$ cat src/rtl/exc_entry_ctrl.sv
module exc_entry_ctrl #(
  parameter int XLEN = 32,
  parameter int CODE_W = 16
) (
  input  logic              clk,
  input  logic              rst_n,
  input  logic              nmi_i,
  input  logic              irq_req_i,
  input  logic              irq_mask_i,
  input  logic [CODE_W-1:0] irq_code_i,
  input  logic [XLEN-1:0]   irq_handler_i,
  input  logic              trap_i,
  input  logic [4:0]        trap_vec_i,
  input  logic              illop_i,
  input  logic [XLEN-1:0]   cur_pc_i,
  input  logic [XLEN-1:0]   next_pc_i,
  input  logic              div_busy_i,
  input  logic              psw_wr_i,
  input  logic [XLEN-1:0]   psw_wdata_i,
  input  logic              reti_i,
  output logic              redirect_o,
  output logic [XLEN-1:0]   redirect_pc_o,
  output logic              irq_ack_o,
  output logic [XLEN-1:0]   eipc_o,
  output logic [XLEN-1:0]   eipsw_o,
  output logic [XLEN-1:0]   ecr_o,
  output logic [XLEN-1:0]   psw_o
);
  localparam int ID = 5, EP = 6, NP = 7;
  localparam int PCW = XLEN - 8;

  logic irq_ok, take_nmi, take_ill, take_trap, take_irq, take_sync;
  logic [XLEN-1:0]   ret_pc, vec_pc;
  logic [CODE_W-1:0] code;

  assign irq_ok    = irq_req_i & ~irq_mask_i & ~psw_o[ID] & ~psw_o[NP];
  assign take_nmi  = nmi_i;
  assign take_ill  = ~nmi_i & illop_i;
  assign take_trap = ~nmi_i & ~illop_i & trap_i;
  assign take_irq  = ~nmi_i & ~illop_i & ~trap_i & irq_ok;
  assign take_sync = take_ill | take_trap;

  always_comb begin
    ret_pc = next_pc_i;
    vec_pc = irq_handler_i;
    code   = irq_code_i;
    if (take_ill) begin
      ret_pc = cur_pc_i + XLEN'(4);
      vec_pc = XLEN'(32'h60);
      code   = CODE_W'(16'h0060);
    end else if (take_trap) begin
      vec_pc = trap_vec_i[4] ? XLEN'(32'h50) : XLEN'(32'h40);
      code   = CODE_W'(16'h0040) + CODE_W'(trap_vec_i);
    end else if (take_irq && div_busy_i) begin
      ret_pc = cur_pc_i;
    end
  end

  always_ff @(posedge clk or negedge rst_n) begin
    if (!rst_n) begin
      redirect_o    <= 1'b0;
      redirect_pc_o <= '0;
      irq_ack_o     <= 1'b0;
      eipc_o        <= '0;
      eipsw_o       <= '0;
      ecr_o         <= '0;
      psw_o         <= '0;
    end else begin
      redirect_o <= take_nmi | take_sync | take_irq | reti_i;
      irq_ack_o  <= take_irq;
      if (take_nmi) begin
        redirect_pc_o        <= XLEN'(32'h10);
        ecr_o[XLEN-1:CODE_W] <= (XLEN-CODE_W)'(16'h0010);
        psw_o[NP]            <= 1'b1;
        psw_o[ID]            <= 1'b1;
        psw_o[EP]            <= 1'b0;
      end else if (take_sync || take_irq) begin
        redirect_pc_o      <= vec_pc;
        eipc_o             <= {8'h00, ret_pc[PCW-1:0]};
        eipsw_o            <= {{(XLEN-8){1'b0}}, psw_o[7:0]};
        ecr_o[CODE_W-1:0]  <= code;
        psw_o[ID]          <= 1'b1;
        psw_o[EP]          <= take_sync;
      end else if (reti_i) begin
        redirect_pc_o <= eipc_o;
        psw_o         <= eipsw_o;
      end else if (psw_wr_i) begin
        psw_o <= psw_wdata_i;
      end
    end
  end

  p_irq_gate_r7: assert property (@(posedge clk) disable iff (!rst_n)
    irq_ack_o |-> ($past(irq_mask_i) == 1'b0 && $past(psw_o[ID]) == 1'b0 && $past(psw_o[NP]) == 1'b0));

  p_irq_psw_r5: assert property (@(posedge clk) disable iff (!rst_n)
    irq_ack_o |-> (psw_o[ID] && !psw_o[EP] && redirect_o));

  p_nmi_vec_r2: assert property (@(posedge clk) disable iff (!rst_n)
    ($past(rst_n) && $past(nmi_i)) |-> (redirect_o && redirect_pc_o == XLEN'(32'h10) && psw_o[NP]));

  p_div_ret_r6: assert property (@(posedge clk) disable iff (!rst_n)
    (irq_ack_o && $past(div_busy_i)) |-> (eipc_o[PCW-1:0] == $past(cur_pc_i[PCW-1:0])));

  p_save_zero_r9: assert property (@(posedge clk) disable iff (!rst_n)
    $rose(redirect_o) |-> (eipc_o[XLEN-1:PCW] == 8'h00 && eipsw_o[XLEN-1:8] == '0));

  p_reti_r11: assert property (@(posedge clk) disable iff (!rst_n)
    ($past(rst_n) && $past(reti_i) && !$past(nmi_i | illop_i | trap_i | irq_ok))
      |-> (psw_o == $past(eipsw_o) && redirect_pc_o == $past(eipc_o)));
endmodule

$ cat config.mk
export PLATFORM = sky130hd
export DESIGN_NAME = exc_entry_ctrl
export DESIGN_NICKNAME = d
export VERILOG_FILES = /design/src/rtl/exc_entry_ctrl.sv
export SDC_FILE = /design/constraint.sdc
export NUM_CORES = 1
export LEC_CHECK = 0
export BUFFER_PORTS_ARGS = -buffer_cell sky130_fd_sc_hd__buf_2
export CAP_MARGIN = 15
export CORE_AREA = 2 2 123 125
export DETAILED_ROUTE_END_ITERATION = 8
export DIE_AREA = 0 0 125 127
export PLACE_DENSITY = 0.77
export REMOVE_ABC_BUFFERS = 1
export SYNTH_ARGS = -nofsm -noshare
export SYNTH_HDL_FRONTEND = slang
export SYNTH_SLANG_ARGS = --single-unit
$ cat constraint.sdc
create_clock -name clk -period 2.05 [get_ports clk]
set_clock_uncertainty 0.05 [all_clocks]
set_input_delay 0.1025 -clock clk [delete_from_list [all_inputs] [get_ports clk]]
set_output_delay 0.1025 -clock clk [all_outputs]
set_load 0.05 [all_outputs]
Word-level counts from Yosys, hierarchy flattened
Index checks and enable logic that the tools add are counted.
- memories kept: 0
- output and inout port bits: 162
- memory bits (writable): 0
- memory bits (read-only): 0
- bits in latches: 0
- bits in registers: 115
- shift-type cells: 0
- $mul: 0
- order comparisons: 0
- divide/modulo/power cells: 0
- bitwise logic cells: 19
- $add $sub $neg: 2
- reduce and logical (&&, ||, !) cells: 9
- equality and inequality tests: 1
- muxes and demuxes: 16
- operator list (kind ; count):
    $mux 32 ; 7
    $mux 24 ; 3
    $mux 16 ; 2
    $add 24x3->24 const B ; 1
    $add 7x5->8 const A ; 1
    $and 1x1->1 ; 8
    $not 1->1 ; 7
    $reduce_bool 3->1 ; 2
    $mux 5 ; 1
    $or 1x1->1 ; 4
    $reduce_and 2->1 ; 2
    $reduce_bool 4->1 ; 1
    $mux 3 ; 1
    $reduce_and 3->1 ; 1
    $mux 2 ; 1
    $ne 2x2->1 const B ; 1
    $reduce_bool 2->1 ; 1
    $logic_and 1x1->1 ; 1
    $logic_or 1x1->1 ; 1
    $mux 1 ; 1

Depth between registers and ports, before layout
- depth in word-level cells: 9
- gate-level depth with buffers: 8

Least setup slack after synthesis
No wires, ideal clock.
- kind: reg-to-reg
- start: register psw_o[5]
- end: register eipc_o[16]
- required time: 1.866 ns
- setup slack: -0.174 ns
- cell stages (with the launch flop): 7
- arrival time: 2.040 ns
- setup time: 0.134 ns
- cell sequence: dfrtp_1 -> or4b_4 -> buf_6 -> a21o_1 -> buf_6 -> a222oi_1 -> o21ai_1
- word-level cells in the longest chain between the ends: 8
- ends and longest elaborated chain (what ; line ; RTL):
    start, declared ; 27 ; output logic [XLEN-1:0] psw_o
    start signal, assigned by index ; 83 ; psw_o[EP] <= take_sync;
    start signal, assigned ; 86 ; psw_o <= eipsw_o;
    start signal, assigned ; 88 ; psw_o <= psw_wdata_i;
    $not 1->1 (*) ; 36 ; assign irq_ok = irq_req_i & ~irq_mask_i & ~psw_o[ID] & ~psw_o[NP];
    $and 1x1->1 (*) (2 in series) ; 36 ;
    $and 1x1->1 (*) ; 40 ; assign take_irq = ~nmi_i & ~illop_i & ~trap_i & irq_ok;
    $logic_and 1x1->1 ; 54 ; end else if (take_irq && div_busy_i) begin
    $mux 24 ; 54 ;
    $mux 24 ; 51 ; end else if (take_trap) begin
    $mux 24 ; 47 ; if (take_ill) begin
    end signal, assigned ; 79 ; eipc_o <= {8'h00, ret_pc[PCW-1:0]};
    end, declared ; 24 ; output logic [XLEN-1:0] eipc_o,
Mark *: on every way between the ends. The rest lies on a longest branch, timed or not.
A chain may end at the register's enable or synchronous reset.

Worst setup path after layout
- start: register psw_o[5]
- end: register psw_o[5]
- word-level cells in the longest chain between the ends: 7
- ends and longest elaborated chain (what ; line ; RTL):
    $not 1->1 (*) ; 36 ;
    $and 1x1->1 (*) (2 in series) ; 36 ;
    $and 1x1->1 (*) ; 40 ;
    $logic_or 1x1->1 (*) ; 77 ; end else if (take_sync || take_irq) begin
    $mux 2 ; 77 ;
    $mux 3 ; 71 ; if (take_nmi) begin
Marks and branches as above.

==> out/summary.txt <==
Status: complete, but fails checks
Failing checks: negative hold slack
Syn_area_per_cell: 9.67 um^2
FF-to-FF End: psw_o[5]
WL per Instance: 17.5 um
TritonRoute pass-1 iters: 5
DIE AREA: 15900 um^2
GRT Util Overall: 25.7%
# diodes: 0
CP Launch Point: psw_o[5]
Final setup vio count: 0
Filler cells: 1138
Worst path arrival time: 2.24 ns
Synth top area cells: dfrtp_1, nand2_1, buf_4, mux2i_1, nor2_1
Worst Max-Slew Pin Slew: 0.686 ns
Critical path depth: 6
Mapped cell area: 5900 um^2
Netlist cell types: 53
Core area: 14400 um^2
Critical Path RT: 2.33 ns
Finished Cell Area: 9010 um^2
Detail Placement HPWL: 13.3 mm
CTS tree: built
Layout Nets: 1143
Multi-input combinational cell area: 2670 um^2
DR vias: 6100
Crit path to: psw_o[5]
Tmin final: 1.97 ns
Commonest non-fill, non-tap cell in the layout: buf_2
Pwr per Cell Area: 865 nW/um^2
Row cnt: 44
RSZ-0062 raised after global routing: yes
Total CTS buffers: 17
Die Ht: 127 um
Pwr Total: 7.79 mW
Total grt overflow: 0
Prevailing post-synth register cell: dfrtp_1
Worst hold path type: input port to flop
Setup crit start kind: flop
Initial antenna violation count: 0
Final Max Slew Viols: 0
Post-synth top area share: 48.8%
Register Area: 2880 um^2
Clock Root Buffer: clkbuf_16
Post-Synthesis Cells: 610
Clock Path Buffers: 2
Relative slew slack: 53.8%
Ys Warns: 0
Endpoint class of the critical path: flop
WHS: -0.0215 ns
Leak: 4.65 nW
Most frequent cells in the layout: buf_2, dfrtp_1, nand2_1
H-tree Lvls: 4
Global-route wire length before repair: 32.5 mm
Hold Violations, Final: 1
FF-to-FF path depth: 6
Critical path class: flop to flop
Critical path's slowest cell: or4b_4
Clock slew at reported path FFs: 0.05 ns
Ports: 321
Max IR drop VDD: 0.507 mV
Max-cap violation count: 0
Post CTS Setup Buffer Count: 0
Synthesized flop and latch total: 115
Die X: 125 um
Final period utilization: 95.9%
EDFF count, synth: 0
Max FO, Critical Path: 17
Worst path cell trace: or4b_4, buf_4, a21oi_2, buf_4, a2111oi_0, a21oi_1
Clock Sinks: 115
Worst hold stages: 3
FMAX: 509 MHz
DRT antenna net count: 0
Largest net degree at the start of global routing: 54
Clock latency on the worst-skew pair: 0.41 ns
First DRT Iteration DRCs: 316
Cell taking the most area after synthesis: dfrtp_1
Most used cell, CP: buf_4
Worst min-delay path startpoint: next_pc_i[6]
Vias in the first global route: 6191
CP peak stage delay: 0.55 ns
Area added between synthesis and finish: 52.7%
Gpl congestion: 0.861
Initial core utilization: 40.9%
Drt total wl: 20.7 mm
Area after DPL: 7300 um^2
Sequential fraction of the synthesis area: 48.8%
DRC viols: 0
Ys async rst share: 100%
R2r startpoint: psw_o[5]
IO Port Bufs: 257
Reg2reg setup slack: 0.08 ns
CP Buf/Inv Count: 2
Via density: 5.17
CP delay by family, top: simple AND/OR/NAND/NOR gates
Layout cells sized above 1: 33.1%
==> stage by stage <==
stage	cells	setup slack [ns]	setup TNS (ns)	utilization, %
2_1_floorplan	571	-0.660	-29.63	-
3_3_place_gp	1039	0.0587	0	50.6
3_5_place_dp	1039	-0.0234	-0.0383	50.6
4_1_cts	1180	0.0403	0	62.3
5_1_grt	1180	-0.0356	-0.0589	62.4
6_report	1180	0.0847	0	62.4
==> Yosys cell counts (all sizes together) (4+ instances only) <==
cell type / instances
xnor2: 9
a31oi: 7
nand3b: 24
a222oi: 7
nand2: 111
nor2: 54
o31ai: 5
a211oi: 22
buf: 63
nor3: 12
xor2: 4
a221o: 4
a22o: 18
nor2b: 4
dfrtp: 115
nand4: 5
mux2i: 33
o21ai: 18
a21oi: 20
nand3: 12
clkbuf: 22
inv: 5
==> tightest hold or removal path, delay by kind of cell <==
kind,cells,cell delay [ns]
buffers and inverters,1,0.07
AOI/OAI and AO/OA,2,0.21
==> worst min path at each step <==
stage,to,slack (ns)
after detailed placement,eipc_o[19],-0.07
after global routing,eipc_o[6],0.02
after floorplan,ecr_o[0],-0.24
after CTS,eipc_o[6],0.001
final,eipc_o[6],-0.02
after global placement,eipc_o[19],-0.08
==> metal layers <==
layer,track usage (%),vias to the layer above,wire (um)
li1,-,2816,-
met1,30.1,2911,8110
met2,45.1,323,10300
met3,6.53,50,1620
met4,10.8,0,593
met5,0,-,0
==> what timing repair did <==
item,4_1_cts,5_1_grt
endpoints found under the setup margin,4,12
endpoints found under the hold margin,207,0
resized for setup,2,5
hold buffers,109,0
pin swaps,0,2
==> report_power, final <==
part,total (mW),internal (mW),switching [mW]
logic,2.18,0.618,1.56
registers,2.66,2.50,0.167
clock network,2.94,1.83,1.11
==> state kept, by name, summed over array words and instances (netlist names) <==
| name | flops |
|---|---|
| psw_o | 32 |
| redirect_pc_o | 32 |
| eipc_o | 24 |
| ecr_o | 17 |
| eipsw_o | 8 |
| irq_ack_o | 1 |
| redirect_o | 1 |
==> final cells by class <==
type	count	area share (%)
repair buffers	393	29.1
clock inverters	14	1.69
well taps	184	2.56
multi-input cells	451	29.6
clock buffers	18	4.88
inverters	5	0.208
flip-flops and latches	115	31.9
==> cells by family (layout without fill, tap and decap cells) <==
family                     count (synthesis)  after routing  share of synthesized area, %
other                                      1             47                        0.0636
buffers and inverters                     90            430                          9.50
adders and majority gates                  1              1                         0.212
xor gates and xnor gates                  13             13                          1.93
muxes                                     33             33                          5.60
and+or+nand+nor                          236            236                          19.0
AOI/OAI and AO/OA                        121            121                          14.9
DFF                                      115            115                          48.8
No activity file was read; power rests on OpenSTA's default activity.
